[config.mk]
export PLATFORM = sky130hd
export DESIGN_NAME = qenc_counter
export DESIGN_NICKNAME = d
export VERILOG_FILES = /design/src/rtl/qenc_pkg.sv /design/src/rtl/qenc_prescaler.sv /design/src/rtl/qenc_input_cond.sv /design/src/rtl/qenc_decoder.sv /design/src/rtl/qenc_count_core.sv /design/src/rtl/qenc_counter.sv
export SDC_FILE = /design/constraint.sdc
export NUM_CORES = 1
export LEC_CHECK = 0
export BUFFER_PORTS_ARGS = -buffer_cell sky130_fd_sc_hd__buf_4
export CORE_ASPECT_RATIO = 1.2
export CORE_MARGIN = 2
export CORE_UTILIZATION = 35
export DETAILED_ROUTE_END_ITERATION = 12
export GPL_TIMING_DRIVEN = 0
export SYNTH_ARGS = -nofsm -noshare
export SYNTH_HDL_FRONTEND = slang
export SYNTH_SLANG_ARGS = --single-unit
export TNS_END_PERCENT = 30
[constraint.sdc]
create_clock -name clk -period 3.3 [get_ports clk]
set_input_delay 0.165 -clock clk [delete_from_list [all_inputs] [get_ports clk]]
set_output_delay 0.165 -clock clk [all_outputs]
set_load 0.02 [all_outputs]
[src/rtl/qenc_pkg.sv]
package qenc_pkg;
  localparam logic [2:0] MODE_PH_A  = 3'b001;
  localparam logic [2:0] MODE_PH_B  = 3'b010;
  localparam logic [2:0] MODE_PH_AB = 3'b011;

  typedef struct packed {
    logic en;
    logic down;
  } qenc_step_t;
endpackage

[src/rtl/qenc_prescaler.sv]
module qenc_prescaler #(
  parameter int DIV_W = 16
) (
  input  logic             clk,
  input  logic             rst_n,
  input  logic [DIV_W-1:0] div_i,
  output logic             tick_o
);
  logic [DIV_W-1:0] cnt_q, cnt_d;

  always_comb begin
    tick_o = (cnt_q >= div_i);
    cnt_d  = tick_o ? '0 : cnt_q + 1'b1;
  end

  always_ff @(posedge clk or negedge rst_n) begin
    if (!rst_n) cnt_q <= '0;
    else        cnt_q <= cnt_d;
  end
endmodule

[src/rtl/qenc_input_cond.sv]
module qenc_input_cond #(
  parameter int FLT_W = 4
) (
  input  logic             clk,
  input  logic             rst_n,
  input  logic             raw_i,
  input  logic             inv_i,
  input  logic [FLT_W-1:0] len_i,
  input  logic             tick_i,
  output logic             level_o
);
  logic             sync1_q, sync2_q;
  logic             lvl_q, lvl_d;
  logic [FLT_W-1:0] run_q, run_d;

  always_comb begin
    lvl_d = lvl_q;
    run_d = run_q;
    if (tick_i) begin
      if (sync2_q == lvl_q) begin
        run_d = '0;
      end else if (run_q >= len_i) begin
        lvl_d = sync2_q;
        run_d = '0;
      end else begin
        run_d = run_q + 1'b1;
      end
    end
  end

  always_ff @(posedge clk or negedge rst_n) begin
    if (!rst_n) begin
      sync1_q <= 1'b0;
      sync2_q <= 1'b0;
      lvl_q   <= 1'b0;
      run_q   <= '0;
    end else begin
      sync1_q <= raw_i ^ inv_i;
      sync2_q <= sync1_q;
      lvl_q   <= lvl_d;
      run_q   <= run_d;
    end
  end

  assign level_o = lvl_q;

  // the filtered level only moves on a sample tick
  a_r12_change_on_tick: assert property (@(posedge clk) disable iff (!rst_n)
    !tick_i |=> $stable(level_o));
  // a new filtered level always equals the synchronized input
  a_r11_level_follows_input: assert property (@(posedge clk) disable iff (!rst_n)
    (level_o != $past(level_o)) |-> (level_o == $past(sync2_q)));
endmodule

[src/rtl/qenc_decoder.sv]
module qenc_decoder
  import qenc_pkg::*;
(
  input  logic       clk,
  input  logic       rst_n,
  input  logic       a_i,
  input  logic       b_i,
  input  logic [2:0] mode_i,
  output qenc_step_t step_o
);
  logic a_q, b_q;
  logic edge_a, edge_b, up_a, up_b;

  always_comb begin
    edge_a = a_i ^ a_q;
    edge_b = b_i ^ b_q;
    up_a   = a_i ^ b_i;
    up_b   = ~(a_i ^ b_i);
    step_o = '0;
    case (mode_i)
      MODE_PH_A: begin
        step_o.en   = edge_a;
        step_o.down = ~up_a;
      end
      MODE_PH_B: begin
        step_o.en   = edge_b;
        step_o.down = ~up_b;
      end
      MODE_PH_AB: begin
        step_o.en   = edge_a ^ edge_b;
        step_o.down = edge_a ? ~up_a : ~up_b;
      end
      default: step_o = '0;
    endcase
  end

  always_ff @(posedge clk or negedge rst_n) begin
    if (!rst_n) begin
      a_q <= 1'b0;
      b_q <= 1'b0;
    end else begin
      a_q <= a_i;
      b_q <= b_i;
    end
  end
endmodule

[src/rtl/qenc_count_core.sv]
module qenc_count_core
  import qenc_pkg::*;
#(
  parameter int CNT_W = 16
) (
  input  logic             clk,
  input  logic             rst_n,
  input  qenc_step_t       step_i,
  input  logic [CNT_W-1:0] period_i,
  input  logic             clr_i,
  output logic [CNT_W-1:0] count_o,
  output logic             dir_down_o,
  output logic             flag_o
);
  logic [CNT_W-1:0] cnt_q, cnt_d;
  logic             dir_q, dir_d;
  logic             flag_q, flag_d;
  logic             wrap;

  always_comb begin
    cnt_d = cnt_q;
    wrap  = 1'b0;
    if (step_i.en) begin
      if (!step_i.down) begin
        if (cnt_q >= period_i) begin
          cnt_d = '0;
          wrap  = 1'b1;
        end else begin
          cnt_d = cnt_q + 1'b1;
        end
      end else begin
        if (cnt_q == '0) begin
          cnt_d = period_i;
          wrap  = 1'b1;
        end else begin
          cnt_d = cnt_q - 1'b1;
        end
      end
    end
    dir_d  = step_i.en ? step_i.down : dir_q;
    flag_d = wrap | (flag_q & ~clr_i);
  end

  always_ff @(posedge clk or negedge rst_n) begin
    if (!rst_n) begin
      cnt_q  <= '0;
      dir_q  <= 1'b0;
      flag_q <= 1'b0;
    end else begin
      cnt_q  <= cnt_d;
      dir_q  <= dir_d;
      flag_q <= flag_d;
    end
  end

  assign count_o    = cnt_q;
  assign dir_down_o = dir_q;
  assign flag_o     = flag_q;

  // an up step at or past the period lands on zero
  a_r7_up_wrap: assert property (@(posedge clk) disable iff (!rst_n)
    (step_i.en && !step_i.down && count_o >= period_i) |=> (count_o == '0 && flag_o));
  // a down step at zero lands on the period
  a_r8_down_wrap: assert property (@(posedge clk) disable iff (!rst_n)
    (step_i.en && step_i.down && count_o == '0) |=> (count_o == $past(period_i) && flag_o));
  // the flag persists without a clear
  a_r9_flag_sticky: assert property (@(posedge clk) disable iff (!rst_n)
    (flag_o && !clr_i) |=> flag_o);
  // without a step the count and direction hold
  a_r6_idle_hold: assert property (@(posedge clk) disable iff (!rst_n)
    !step_i.en |=> ($stable(count_o) && $stable(dir_down_o)));
endmodule

[src/rtl/qenc_counter.sv]
module qenc_counter
  import qenc_pkg::*;
#(
  parameter int CNT_W = 16,
  parameter int FLT_W = 4,
  parameter int DIV_W = 16
) (
  input  logic             clk,
  input  logic             rst_n,
  input  logic             phase_a_i,
  input  logic             phase_b_i,
  input  logic [2:0]       mode_sel_i,
  input  logic             inv_a_i,
  input  logic             inv_b_i,
  input  logic [FLT_W-1:0] filt_a_i,
  input  logic [FLT_W-1:0] filt_b_i,
  input  logic [CNT_W-1:0] period_i,
  input  logic [DIV_W-1:0] prescale_i,
  input  logic             wrap_clr_i,
  output logic [CNT_W-1:0] count_o,
  output logic             dir_down_o,
  output logic             wrap_flag_o
);
  localparam int NCH = 2;

  logic [1:0]       rst_sync_q;
  logic             rst_i_n;
  logic             tick;
  logic [NCH-1:0]   raw_v, inv_v, lvl_v;
  logic [FLT_W-1:0] len_v [NCH];
  qenc_step_t       step;

  always_ff @(posedge clk or negedge rst_n) begin
    if (!rst_n) rst_sync_q <= 2'b00;
    else        rst_sync_q <= {rst_sync_q[0], 1'b1};
  end
  assign rst_i_n = rst_sync_q[1];

  assign raw_v    = {phase_b_i, phase_a_i};
  assign inv_v    = {inv_b_i, inv_a_i};
  assign len_v[0] = filt_a_i;
  assign len_v[1] = filt_b_i;

  qenc_prescaler #(.DIV_W(DIV_W)) u_div (
    .clk(clk), .rst_n(rst_i_n), .div_i(prescale_i), .tick_o(tick)
  );

  for (genvar ch = 0; ch < NCH; ch++) begin : g_chan
    qenc_input_cond #(.FLT_W(FLT_W)) u_cond (
      .clk(clk), .rst_n(rst_i_n), .raw_i(raw_v[ch]), .inv_i(inv_v[ch]),
      .len_i(len_v[ch]), .tick_i(tick), .level_o(lvl_v[ch])
    );
  end

  qenc_decoder u_dec (
    .clk(clk), .rst_n(rst_i_n), .a_i(lvl_v[0]), .b_i(lvl_v[1]),
    .mode_i(mode_sel_i), .step_o(step)
  );

  qenc_count_core #(.CNT_W(CNT_W)) u_core (
    .clk(clk), .rst_n(rst_i_n), .step_i(step), .period_i(period_i),
    .clr_i(wrap_clr_i), .count_o(count_o), .dir_down_o(dir_down_o),
    .flag_o(wrap_flag_o)
  );

  // unsupported mode values freeze the count and direction
  a_r5_mode_hold: assert property (@(posedge clk) disable iff (!rst_i_n)
    (mode_sel_i != MODE_PH_A && mode_sel_i != MODE_PH_B && mode_sel_i != MODE_PH_AB)
    |=> ($stable(count_o) && $stable(dir_down_o)));
  // both filtered phases flipping together is not counted
  a_r4_double_edge: assert property (@(posedge clk) disable iff (!rst_i_n)
    (mode_sel_i == MODE_PH_AB && (lvl_v ^ $past(lvl_v)) == 2'b11) |=> $stable(count_o));
endmodule

==> run_results.csv, run 1 <==
group,metric,value,unit
status,outcome,"finished, final reports clean",
logic_synthesis,seq_area_frac_synth,0.311,
power_and_ir_drop,p_leak,2.44,nW
routing,drcViolationCount,0,
hold_path,min_to,"g_chan[1].u_cond.sync1_q",
clocking,cts_root_buf,"clkbuf_16",
logic_synthesis,syn_nets,581,
worst_setup_path,critPathKind,"reg -> reg",
timing,worst_pin_slew,0.660,ns
timing,finClkSkew,0.0117,ns
layout,fin_cells,719,
logic_synthesis,synth-seq-cells,52,
timing,slew_violations,0,
timing,rsz0062_at_grt,"no",
global_routing,grt_pass1_vias,3911,
power_and_ir_drop,powerDensity,641,nW/um2
timing,relSlewSlack,0.559,
logic_synthesis,synth_top_area_frac,0.311,
place,numPortBuffers,67,
routing,postRouteWirelength,10.9,mm
timing,finalHoldViolations,0,
hold_path,min_from,"phase_b_i",
logic_synthesis,synth_edf_count,0,
clocking,cts_hold_repair.buffers,1,
logic_synthesis,ys.flop_type,"dfrtp_1",
logic_synthesis,yosys.area.top_type,"dfrtp_1",
routing,drtIter0Drc,232,
worst_setup_path,critPathCaptureType,"flop",
clocking,clk_pin_slew,0.08,ns
timing,fin_tns_setup,0,ns
floorplan,dieArea,12900,um2
worst_setup_path,arrival,3.17,ns
logic_synthesis,yosysMostFrequentCell,"inv_1",
worst_setup_path,worst_r2r_path_depth,9,
logic_synthesis,syn_area,4190,um2
floorplan,start_util,0.360,
logic_synthesis,yosys-top-cells-area,"dfrtp_1, ha_1, inv_1",
clocking,cts_buffers,5,
logic_synthesis,synth_cell_types,63,
clocking,cts_max_level,2,
routing,num_vias,3826,
clocking,cts_sinks,52,
place,placed_cells,710,
logic_synthesis,synthArstFlopShare,1.00,
clocking,clockBufferDepth,2,
layout,drive_above_1_share,0.183,
clocking,cts_tree,"done",
floorplan,io_pins,68,
worst_setup_path,r2r-start,"u_core.count_o[0]",
floorplan,fp.dieW,104,um
global_routing,grt_pass1_wl,18.7,mm
floorplan,rows,43,
logic_synthesis,synth_common_cells,"inv_1, dfrtp_1, ha_1",
hold_path,hold_class,"in -> reg",
timing,post-route-min-period,2.95,ns
worst_setup_path,rrSetupSlack,0.35,ns
worst_setup_path,cp_max_fo,10,
clocking,post_cts_buffers,0,
power_and_ir_drop,peakVddDrop,0.264,mV
floorplan,die_h,124,um
routing,avgRoutedWirePerCell,15.1,um
layout,syn_to_final_growth,21.1,%
hold_path,min_delay_path_depth,2,
worst_setup_path,required,3.52,ns
worst_setup_path,worstSetupStartpointType,"flop",
clocking,cts_resized,0,
logic_synthesis,ys_warn_count,0,
place,place_congestion,0.965,
place,dp.final_hpwl,8.43,mm
run,maxCapViolations,0,
logic_synthesis,syn_inst,485,
routing,drt_pass1_iterations,5,
routing,viasPerCell,5.32,
clocking,clock_latency,0.30,ns
global_routing,grt_max_degree,39,
global_routing,grt.total_usage,0.180,
timing,fmax,339,MHz
layout,fin_nets,657,
floorplan,core-area,11600,um2
logic_synthesis,syn_avg_cell_area,8.64,um2
worst_setup_path,crit_start,"u_core.count_o[0]",
timing,period_share,0.894,
worst_setup_path,regToRegEndpoint,"u_core.count_o[13]",
global_routing,grt_overflow,0,
layout,antenna_cells,0,
timing,final-setup-viol-count,0,
global_routing,antenna_found_initial,0,
routing,ant_nets,0,
[registers in the layout, summed over array words and instances, names as in the netlist, 2 cells and up]
signal                 flops
g_chan.u_cond.sync2_q      2
g_chan.u_cond.sync1_q      2
u_div.cnt_q               16
u_core.count_o            16
rst_sync_q                 2
g_chan.u_cond.run_q        8
g_chan.u_cond.level_o      2
[power by group]
group / leakage [nW] / total (mW) / switching [mW] / internal, mW
registers: 0.647 / 1.10 / 0.268 / 0.829
clock network: 0.0719 / 0.556 / 0.267 / 0.289
logic: 1.72 / 1.60 / 0.882 / 0.715
[cell usage in the layout (no fill, tap or decap), types with 10 or more instances in the layout]
cell / synthesis / layout
buf_4: 2 / 69
inv_1: 53 / 53
dfrtp_1: 52 / 51
ha_1: 46 / 46
nand2_1: 37 / 37
nor2_1: 36 / 36
nand3_1: 31 / 31
and3_1: 16 / 16
xor2_1: 16 / 16
o211ai_1: 16 / 16
a21o_1: 13 / 13
a21oi_1: 13 / 13
xnor2_1: 12 / 12
buf_2: 11 / 11
nand4_1: 10 / 10
[cells by family after synthesis]
group                      after synthesis  share of synthesized area
other                                    1                   0.000895
adders and majority gates               46                      0.137
muxes                                    5                     0.0128
buffers and inverters                   74                     0.0735
and+or+nand+nor                        179                      0.228
AOI/OAI and AO/OA                      100                      0.178
DFF                                     52                      0.311
xor gates and xnor gates                28                     0.0585
[metrics by stage]
stage | worst slack [ns] | cell area, um2 | hold slack (ns) | utilization | power [mW]
6_report | 0.349 | 5070 | 0.0270 | 0.436 | 3.25
3_3_place_gp | 0.386 | 4890 | -0.0524 | 0.421 | 2.64
3_5_place_dp | 0.423 | 4910 | -0.0511 | 0.422 | 2.70
4_1_cts | 0.401 | 5070 | 0.0241 | 0.436 | 3.27
2_1_floorplan | 0.805 | 4190 | -0.131 | - | 2.19
5_1_grt | 0.115 | 5070 | 0.0232 | 0.436 | 3.53
[layer usage]
metal / track usage / part of all wire
met1: 0.223 / 0.44
met4: 0.0574 / 0.016
met2: 0.327 / 0.50
met3: 0.0215 / 0.046
met5: 0 / 0
[worst max-delay path by stage]
stage	to	slack, ns
2_1_floorplan	u_core.flag_o	0.81
6_report	u_core.count_o[13]	0.35
3_5_place_dp	u_core.count_o[13]	0.42
3_3_place_gp	u_core.flag_o	0.39
5_1_grt	u_core.count_o[13]	0.12
4_1_cts	u_core.count_o[13]	0.40
[critical path: stages (launching register included)]
cell and delay (ns):
dfrtp_1 0.59, inv_1 0.15, ha_1 0.29, nand2b_1 0.16, a2111o_1 0.41, a31oi_1 0.27, o21a_1 0.23, clkbuf_1 0.39
a31oi_1 0.19, o211ai_1 0.20
[layout make-up]
cell class | instances | area, um2
plain buffers | 21 | 109
clock buffers | 5 | 125
clock inverters | 3 | 27.5
fillers | 1208 | 6550
inverters | 53 | 199
multi-input cells | 359 | 2580
flip-flops and latches | 52 | 1300
well taps | 157 | 196
repair buffers | 69 | 533
No activity file was read; power rests on OpenSTA's default activity.
==> run 2: changes to the inputs <==
--- a/config.mk
+++ b/config.mk
@@ -11,6 +11,7 @@
 export CORE_UTILIZATION = 35
 export DETAILED_ROUTE_END_ITERATION = 12
 export GPL_TIMING_DRIVEN = 0
+export PLACE_DENSITY = 0.51
 export SYNTH_ARGS = -nofsm -noshare
 export SYNTH_HDL_FRONTEND = slang
 export SYNTH_SLANG_ARGS = --single-unit
==> run 2 against run 1 <==
  * Core utilization unchanged
  * Sequential cell count stayed put
  * Global-route usage rose by 0.72 points
  * Worst hold slack gained 0.013 ns
  * Power hardly changed
  * Combinational power about the same
  * Highest routed layer unchanged
  * Via count is 0.31% higher
  * Sequential power barely moved
==> run_results.csv, run 2 (synthesis results as in run 1) <==
group,metric,value,unit
status,outcome,"finished, final reports clean",
layout,syn_to_final_growth,21.1,%
layout,layout.cells.most_common,"buf_4",
worst_setup_path,arrival,3.14,ns
clocking,clk_pin_slew,0.07,ns
layout,final_cell_mix,"buf_4, inv_1, dfrtp_1",
clocking,cts_buffers,5,
worst_setup_path,r2r-start,"u_core.count_o[0]",
hold_path,min_from,"phase_b_i",
worst_setup_path,worst_r2r_path_depth,9,
worst_setup_path,critPathCaptureType,"flop",
global_routing,use_met2,0.359,
floorplan,start_util,0.360,
floorplan,dieArea,12900,um2
routing,drcViolationCount,0,
place,dp.final_hpwl,8.83,mm
global_routing,antenna_found_initial,0,
routing,avgRoutedWirePerCell,15.9,um
worst_setup_path,rrSetupSlack,0.34,ns
worst_setup_path,regToRegEndpoint,"u_core.count_o[14]",
routing,num_vias,3838,
layout,antenna_cells,0,
global_routing,grt.total_usage,0.187,
floorplan,rows,43,
global_routing,met3_usage,0.0246,
floorplan,core-area,11600,um2
layout,fin_nets,657,
clocking,cts_max_level,2,
clocking,cts_sinks,52,
hold_path,min_delay_path_depth,2,
routing,ant_nets,0,
global_routing,grt_pass1_wl,19.4,mm
place,place_congestion,0.908,
power_and_ir_drop,p_leak,2.44,nW
floorplan,die_h,124,um
worst_setup_path,cp_max_fo,10,
clocking,clockBufferDepth,2,
global_routing,use_met1,0.217,
global_routing,busiest_layer,"met2",
run,maxCapViolations,0,
power_and_ir_drop,peakVddDrop,0.242,mV
hold_path,min_to,"g_chan[1].u_cond.sync1_q",
power_and_ir_drop,powerDensity,641,nW/um2
routing,viasPerCell,5.34,
place,placed_cells,710,
timing,fmax,338,MHz
layout,drive_above_1_share,0.183,
timing,final-setup-viol-count,0,
timing,post-route-min-period,2.96,ns
clocking,clock_latency,0.30,ns
worst_setup_path,required,3.48,ns
layout,fin_cells,719,
global_routing,grt_max_degree,37,
worst_setup_path,worstSetupStartpointType,"flop",
global_routing,grt_overflow,0,
timing,slew_violations,0,
floorplan,fp.dieW,104,um
timing,fin_tns_setup,0,ns
clocking,cts_root_buf,"clkbuf_16",
timing,finClkSkew,0.00646,ns
global_routing,grt_pass1_vias,3942,
timing,relSlewSlack,0.541,
routing,postRouteWirelength,11.4,mm
timing,rsz0062_at_grt,"no",
timing,period_share,0.896,
routing,drtIter0Drc,185,
floorplan,io_pins,68,
routing,drt_pass1_iterations,5,
worst_setup_path,critPathKind,"reg -> reg",
timing,worst_pin_slew,0.684,ns
clocking,cts_tree,"done",
place,numPortBuffers,67,
timing,finalHoldViolations,0,
hold_path,hold_class,"in -> reg",
-- run 2: layout make-up --
type,instances,area [um2]
Buffer,21,109
Clock buffer,5,125
Clock inverter,3,27.5
Fill cell,1208,6550
Inverter,53,199
Multi-Input combinational cell,359,2580
Sequential cell,52,1300
Tap cell,157,196
Timing Repair Buffer,69,533
-- run 2: through the flow --
| stage | hold WS (ns) | setup slack [ns] | utilization | power [mW] | cell area (um2) |
|---|---|---|---|---|---|
| floorplan | -0.131 | 0.805 | - | 2.19 | 4190 |
| global placement | -0.0516 | 0.351 | 0.421 | 2.67 | 4890 |
| detailed placement | -0.0508 | 0.344 | 0.422 | 2.71 | 4910 |
| CTS | 0.0323 | 0.324 | 0.436 | 3.29 | 5070 |
| global route | 0.0359 | 0.162 | 0.436 | 3.55 | 5070 |
| finish | 0.0398 | 0.342 | 0.436 | 3.25 | 5070 |
-- run 2: worst max-delay path by stage --
stage                      start                  to  slack, ns  cells after the start
5_1_grt        u_core.count_o[0]  u_core.count_o[14]       0.16                      9
2_1_floorplan  u_core.count_o[0]       u_core.flag_o       0.81                      9
6_report       u_core.count_o[0]  u_core.count_o[14]       0.34                      9
3_5_place_dp   u_core.count_o[0]       u_core.flag_o       0.34                      9
3_3_place_gp   u_core.count_o[0]       u_core.flag_o       0.35                      9
4_1_cts        u_core.count_o[0]  u_core.count_o[14]       0.32                      9
-- run 2: worst max-delay path: stages (launching register included) --
cell and delay, ns:
dfrtp_1 0.60, inv_1 0.15, ha_1 0.29, nand2b_1 0.16, a2111o_1 0.41, a31oi_1 0.24
o21a_1 0.22, buf_2 0.27, nand3_1 0.19, o311ai_1 0.32
-- run 2: metal layers --
metal,share of wire,vias up,wire length [um]
met1,0.42,1848,4790
li1,-,1890,-
met4,0.018,0,206
met3,0.036,14,410
met2,0.53,86,6030
met5,0,-,0
-- run 2: where the power goes --
group          leakage, nW  total (mW)  internal, mW  switching (mW)
logic                 1.72        1.60         0.715           0.885
registers            0.647        1.10         0.829           0.269
clock network       0.0719       0.554         0.289           0.265
total                 2.44        3.25          1.83            1.42
-- run 2: what timing repair did --
action	in CTS	in global routing
resized for setup	0	0
endpoints found under the hold margin	2	0
hold buffers	1	0
setup buffers	0	0
